File: src/rtl/pdr_pkg.sv
package pdr_pkg;
   localparam int ADDR_W   = 2;
   localparam logic [ADDR_W-1:0] A_CTRL = 2'd0;
   localparam logic [ADDR_W-1:0] A_RELA = 2'd1;
   localparam logic [ADDR_W-1:0] A_RELB = 2'd2;
   localparam logic [ADDR_W-1:0] A_CNT  = 2'd3;
   localparam int PS_LSB   = 8;

   typedef enum logic { PH_A = 1'b0, PH_B = 1'b1 } phase_t;
endpackage

File: src/rtl/pdr_prescaler.sv
module pdr_prescaler #(
   parameter int PW = 8,
   parameter bit USE_PRESCALER = 1'b1
) (
   input  logic          clk,
   input  logic          rst_n,
   input  logic          run,
   input  logic          start,
   input  logic [PW-1:0] presc,
   output logic          tick
);
   generate
      if (USE_PRESCALER) begin : g_div
         logic [PW-1:0] pcnt;
         always_ff @(posedge clk or negedge rst_n) begin
            if (!rst_n)                 pcnt <= '0;
            else if (start || !run)     pcnt <= '0;
            else if (pcnt == presc)     pcnt <= '0;
            else                        pcnt <= pcnt + 1'b1;
         end
         assign tick = run && (pcnt == presc);
      end else begin : g_bypass
         logic unused_presc;
         assign unused_presc = ^{presc, start};
         assign tick = run;
      end
   endgenerate
endmodule

File: src/rtl/pdr_regs.sv
module pdr_regs
   import pdr_pkg::*;
#(
   parameter int CW = 16,
   parameter int PW = 8
) (
   input  logic              clk,
   input  logic              rst_n,
   input  logic              wr_en,
   input  logic [ADDR_W-1:0] wr_addr,
   input  logic [CW-1:0]     wr_data,
   input  logic [ADDR_W-1:0] rd_addr,
   input  logic              ext_start,
   input  logic [CW-1:0]     cnt,
   output logic [CW-1:0]     rd_data,
   output logic              run_q,
   output logic              start,
   output logic [PW-1:0]     presc,
   output logic [CW-1:0]     rel_a,
   output logic [CW-1:0]     rel_b
);
   logic run_nxt;
   logic ctrl_wr;

   assign ctrl_wr = wr_en && (wr_addr == A_CTRL);

   always_comb begin
      if (ctrl_wr)        run_nxt = wr_data[0];
      else if (ext_start) run_nxt = 1'b1;
      else                run_nxt = run_q;
   end

   assign start = run_nxt && !run_q;

   always_ff @(posedge clk or negedge rst_n) begin
      if (!rst_n) begin
         run_q <= 1'b0;
         presc <= '0;
         rel_a <= '0;
         rel_b <= '0;
      end else begin
         run_q <= run_nxt;
         if (ctrl_wr) presc <= wr_data[PS_LSB +: PW];
         if (wr_en && wr_addr == A_RELA) rel_a <= wr_data;
         if (wr_en && wr_addr == A_RELB) rel_b <= wr_data;
      end
   end

   always_comb begin
      rd_data = '0;
      case (rd_addr)
         A_CTRL: begin
            rd_data[PS_LSB +: PW] = presc;
            rd_data[0]            = run_q;
         end
         A_RELA: rd_data = rel_a;
         A_RELB: rd_data = rel_b;
         default: rd_data = cnt;
      endcase
   end
endmodule

File: src/rtl/pdr_core.sv
module pdr_core
   import pdr_pkg::*;
#(
   parameter int CW = 16
) (
   input  logic          clk,
   input  logic          rst_n,
   input  logic          start,
   input  logic          tick,
   input  logic [CW-1:0] rel_a,
   input  logic [CW-1:0] rel_b,
   output logic [CW-1:0] cnt,
   output logic          pwm,
   output logic          req,
   output logic          trig
);
   phase_t        phase;
   logic          uf_pend;
   logic [CW-1:0] b_shadow;

   function automatic logic [CW-1:0] load_val(input logic [CW-1:0] v);
      return (v == '0) ? '0 : v - 1'b1;
   endfunction

   function automatic logic level(input phase_t ph, input logic [CW-1:0] bv,
                                  input logic [CW-1:0] av);
      if (bv == '0)      return 1'b1;
      else if (av == '0) return 1'b0;
      else               return (ph == PH_A);
   endfunction

   always_ff @(posedge clk or negedge rst_n) begin
      if (!rst_n) begin
         cnt      <= '0;
         phase    <= PH_A;
         uf_pend  <= 1'b0;
         b_shadow <= '0;
         pwm      <= 1'b0;
         req      <= 1'b0;
         trig     <= 1'b0;
      end else begin
         req  <= 1'b0;
         trig <= 1'b0;
         if (start) begin
            cnt      <= load_val(rel_a);
            phase    <= PH_A;
            uf_pend  <= 1'b0;
            b_shadow <= rel_b;
            pwm      <= level(PH_A, rel_b, rel_a);
         end else if (tick) begin
            if (uf_pend) begin
               uf_pend <= 1'b0;
               req     <= 1'b1;
               if (phase == PH_A) begin
                  cnt   <= load_val(b_shadow);
                  phase <= PH_B;
                  pwm   <= level(PH_B, b_shadow, rel_a);
               end else begin
                  cnt      <= load_val(rel_a);
                  phase    <= PH_A;
                  b_shadow <= rel_b;
                  pwm      <= level(PH_A, rel_b, rel_a);
               end
            end else if (cnt == '0) begin
               cnt     <= '1;
               uf_pend <= 1'b1;
               trig    <= 1'b1;
            end else begin
               cnt <= cnt - 1'b1;
            end
         end
      end
   end
endmodule

File: src/rtl/pwm_dual_reload_timer.sv
module pwm_dual_reload_timer
   import pdr_pkg::*;
#(
   parameter int CW = 16,
   parameter int PW = 8,
   parameter bit USE_PRESCALER = 1'b1
) (
   input  logic              clk,
   input  logic              rst_n,
   input  logic              wr_en,
   input  logic [ADDR_W-1:0] wr_addr,
   input  logic [CW-1:0]     wr_data,
   input  logic [ADDR_W-1:0] rd_addr,
   output logic [CW-1:0]     rd_data,
   input  logic              ext_start,
   output logic              pwm_out,
   output logic              req_pulse,
   output logic              trig_out
);
   generate
      if (CW < 4)            begin : g_bad_cw $error("CW too small"); end
      if (PW < 1)            begin : g_bad_pw $error("PW must be at least 1"); end
      if (PS_LSB + PW > CW)  begin : g_bad_fit $error("prescale field does not fit"); end
   endgenerate

   logic          run_q;
   logic          start;
   logic          tick;
   logic [PW-1:0] presc;
   logic [CW-1:0] rel_a;
   logic [CW-1:0] rel_b;
   logic [CW-1:0] cnt;

   pdr_regs #(.CW(CW), .PW(PW)) u_regs (
      .clk(clk), .rst_n(rst_n), .wr_en(wr_en), .wr_addr(wr_addr),
      .wr_data(wr_data), .rd_addr(rd_addr), .ext_start(ext_start),
      .cnt(cnt), .rd_data(rd_data), .run_q(run_q), .start(start),
      .presc(presc), .rel_a(rel_a), .rel_b(rel_b)
   );

   pdr_prescaler #(.PW(PW), .USE_PRESCALER(USE_PRESCALER)) u_presc (
      .clk(clk), .rst_n(rst_n), .run(run_q), .start(start),
      .presc(presc), .tick(tick)
   );

   pdr_core #(.CW(CW)) u_core (
      .clk(clk), .rst_n(rst_n), .start(start), .tick(tick),
      .rel_a(rel_a), .rel_b(rel_b), .cnt(cnt), .pwm(pwm_out),
      .req(req_pulse), .trig(trig_out)
   );
endmodule

File: config.mk
export PLATFORM = sky130hd
export DESIGN_NAME = pwm_dual_reload_timer
export DESIGN_NICKNAME = d
export VERILOG_FILES = /design/src/rtl/pdr_pkg.sv /design/src/rtl/pdr_prescaler.sv /design/src/rtl/pdr_regs.sv /design/src/rtl/pdr_core.sv /design/src/rtl/pwm_dual_reload_timer.sv
export SDC_FILE = /design/constraint.sdc
export NUM_CORES = 1
export LEC_CHECK = 0
export BUFFER_PORTS_ARGS = -buffer_cell sky130_fd_sc_hd__buf_2
export CORE_MARGIN = 2
export CORE_UTILIZATION = 46
export CTS_BUF_LIST = sky130_fd_sc_hd__clkbuf_4
export DETAILED_ROUTE_END_ITERATION = 7
export GPL_ROUTABILITY_DRIVEN = 0
export PLACE_DENSITY = 0.66
export SLEW_MARGIN = 10
export SYNTH_ARGS = -nofsm -noshare
export SYNTH_HDL_FRONTEND = slang
export SYNTH_SLANG_ARGS = --single-unit
export TNS_END_PERCENT = 5
File: constraint.sdc
create_clock -name clk -period 5 [get_ports clk]
set_input_delay 0.5 -clock clk [delete_from_list [all_inputs] [get_ports clk]]
set_output_delay 0.5 -clock clk [all_outputs]
set_load 0.03 [all_outputs]
==> impl_metrics.json <==
{
  "outcome": "complete, no violations",
  "final_antenna_net_count": 0,
  "synth_edf_count": 0,
  "routed_wirelength_mm": 13.9,
  "coreArea_um2": 11000,
  "cts.sinks": 86,
  "routedWlPerCell_um": 20.4,
  "io_buffers": 42,
  "worstHoldPathType": "in2reg",
  "grt_overflow": 0,
  "clock_latency_ps": 460,
  "maxCapViolCount": 0,
  "min_period_ps": 3020,
  "syn_area_um2": 5240,
  "ctsHoldBuffers": 1,
  "post_cts_resized": 0,
  "num_rows": 38,
  "fin_ws_ps": 1980,
  "drive_gt1_share_pct": 27.5,
  "track_usage_pct": 23.2,
  "cp.arrival_ps": 3440,
  "irDropWorstVdd_mv": 0.230,
  "ys_types": 64,
  "whs_ps": 289,
  "post_cts_buffers": 0,
  "async_flop_share_pct": 100,
  "cts_made_buffers": 9,
  "dp_slack_ps": 2000,
  "p_leak_nw": 2.24,
  "synth_fp_nets": 532,
  "ys.flop_type": "dfrtp_1",
  "grt_pass1_vias": 4126,
  "worst_slew_pin_slew_ps": 1090,
  "yosys_warnings": 0,
  "avgSynthCellArea_um2": 10.4,
  "grt_antenna_before_repair": 0,
  "area_delta_synth_final_pct": 8.43,
  "num_vias": 4280,
  "report.final.slew_viol_count": 0,
  "dr.first_iter.drc_count": 339,
  "cts_tree": "yes",
  "required_ps": 5420,
  "grt_pass1_wl_mm": 22.6,
  "setup_viol": 0,
  "dr.pass1.iters": 5,
  "worstSetupPathType": "reg2reg",
  "dpl_cell_area_um2": 5520,
  "drc": 0,
  "hpwl_mm": 10.4,
  "ys_seq_elements": 86,
  "cts-root-buf": "clkbuf_4",
  "stdcell_area_um2": 5680,
  "rsz0062_at_grt": "no",
  "fmax_ghz": 0.331,
  "grt_start_max_net_pins": 70,
  "start_util_pct": 47.7,
  "fin_tns_setup_ps": 0,
  "post-route-util_pct": 51.7,
  "die_h_um": 111,
  "cts_buffer_depth": 2,
  "drt-vias-per-instance": 6.28,
  "postSynthCellCount": 503,
  "cellPowerDensity_nw_per_um2": 444,
  "endpoint_kind": "flop",
  "n_antenna_cell": 0,
  "ios": 43,
  "hold_violations": 0,
  "die_area_um2": 12300,
  "slew_headroom_pct": 26.9,
  "clk_pin_slew_ps": 160,
  "finalCritPeriodShare_pct": 60.5,
  "yosysSeqAreaShare_pct": 41.1,
  "finClkSkew_ps": 21.9,
  "cts.htree.levels": 3,
  "path_max_fanout": 13,
  "cp-start-kind": "flop",
  "nNetsFinal": 565,
  "die_x_um": 111
}
-- worst paths after layout --
kind                                            start                     to  slack, ps  cells past startpoint
worst min-delay path                       wr_data[7]        u_regs.rel_b[7]        290                      2
worst min register to register  u_presc.g_div.pcnt[0]  u_presc.g_div.pcnt[0]        520                      1
min in group asynchronous                       rst_n             u_core.req        410                      2
max in group asynchronous                       rst_n        u_regs.rel_a[9]       3440                      3
worst max register to register          u_core.cnt[0]          u_core.cnt[6]       1980                      7
worst max-delay path                    u_core.cnt[0]          u_core.cnt[6]       1980                      7
-- metrics by stage --
step                      total power [mW]  instances
after floorplan                       1.78        503
after global placement                2.06        664
after detailed placement              2.09        664
after CTS                             2.51        681
after global routing                  2.68        681
final                                 2.52        681
-- layer usage --
metal / share of wire [%] / GRT usage [%] / vias up
met3: 7.2 / 4.48 / 23
met2: 46 / 36.0 / 180
met4: 1.8 / 7.75 / 0
li1: - / - / 1959
met5: 0 / 0 / -
met1: 45 / 32.9 / 2118
-- cell families after synthesis --
group	after synthesis	share of synthesized area, %
xor gates and xnor gates	41	6.86
AOI/OAI and AO/OA	106	13.7
muxes	73	17.6
adders and majority gates	5	1.19
and+or+nand+nor	151	15.4
DFF	86	41.1
buffers and inverters	41	4.16
-- final cells by class --
cell class                 instances  area (um^2)
clock buffer                       9         67.6
clock inverter                     7         82.6
fill                            1001         5300
inverter                          13         48.8
multi-input combinational        376         2880
sequential                        86         2150
tap                              140          175
timing repair buffer              50          275
-- worst max-delay path, cell delays in order, from the launching register on --
cell,delay [ps]
dfrtp_1,460
inv_1,130
ha_1,160
or4b_2,640
nor4_2,910
o21bai_1,190
a21oi_1,290
o22a_1,190
-- Yosys cell counts, types with 6 or more instances --
library cell | count | share of area, %
nand4_1 | 7 | 0.84
nor3_1 | 16 | 1.5
o21ai_0 | 18 | 1.7
or4_1 | 8 | 1.1
dfrtp_1 | 86 | 41
inv_1 | 13 | 0.93
a21oi_1 | 19 | 1.8
mux4_2 | 9 | 3.9
o22ai_1 | 11 | 1.3
clkbuf_1 | 17 | 1.2
nand3_1 | 9 | 0.86
a22o_1 | 6 | 1.0
a31oi_1 | 7 | 0.84
o31ai_1 | 6 | 0.86
or3_1 | 6 | 0.72
xnor2_1 | 26 | 4.3
nor2_1 | 41 | 2.9
xor2_1 | 15 | 2.5
nor4_1 | 14 | 1.7
mux2_2 | 61 | 13
nand2_1 | 21 | 1.5
-- power breakdown --
part	total (mW)	leakage, nW	switching [mW]	internal, mW
clock	0.428	0.0747	0.268	0.159
sequential	1.22	1.03	0.337	0.884
combinational	0.874	1.14	0.449	0.425
-- sequential cells by signal (all words and copies together), names as in the netlist, 8 cells and up --
name                flops
u_core.cnt             16
u_presc.g_div.pcnt      8
u_regs.rel_b           16
u_regs.rel_a           16
u_regs.presc            8
u_core.b_shadow        16
-- cells in the final DEF, fill, tap and decap left out, types with 4 or more instances in the layout --
| master | netlist | layout |
|---|---|---|
| nand2b_1 | 5 | 5 |
| nand2_1 | 21 | 21 |
| o22ai_1 | 11 | 11 |
| xnor2_1 | 26 | 26 |
| a31oi_1 | 7 | 7 |
| nor3_1 | 16 | 16 |
| ha_1 | 5 | 5 |
| or3_1 | 6 | 6 |
| inv_1 | 13 | 13 |
| o21ai_0 | 18 | 18 |
| or4_1 | 8 | 8 |
| o31ai_1 | 6 | 5 |
| clkbuf_4 | 0 | 9 |
| a22o_1 | 6 | 6 |
| mux4_2 | 9 | 9 |
| nor4_1 | 14 | 14 |
| buf_2 | 2 | 41 |
| nand4_1 | 7 | 7 |
| buf_4 | 3 | 8 |
| nor2_1 | 41 | 41 |
| dfrtp_1 | 86 | 86 |
| a21oi_1 | 19 | 19 |
| xor2_1 | 15 | 15 |
| nand3_1 | 9 | 9 |
| o221ai_1 | 4 | 4 |
| mux2_2 | 61 | 61 |
| nor2b_1 | 4 | 4 |
Note: power is estimated with default switching activity, not from simulation.
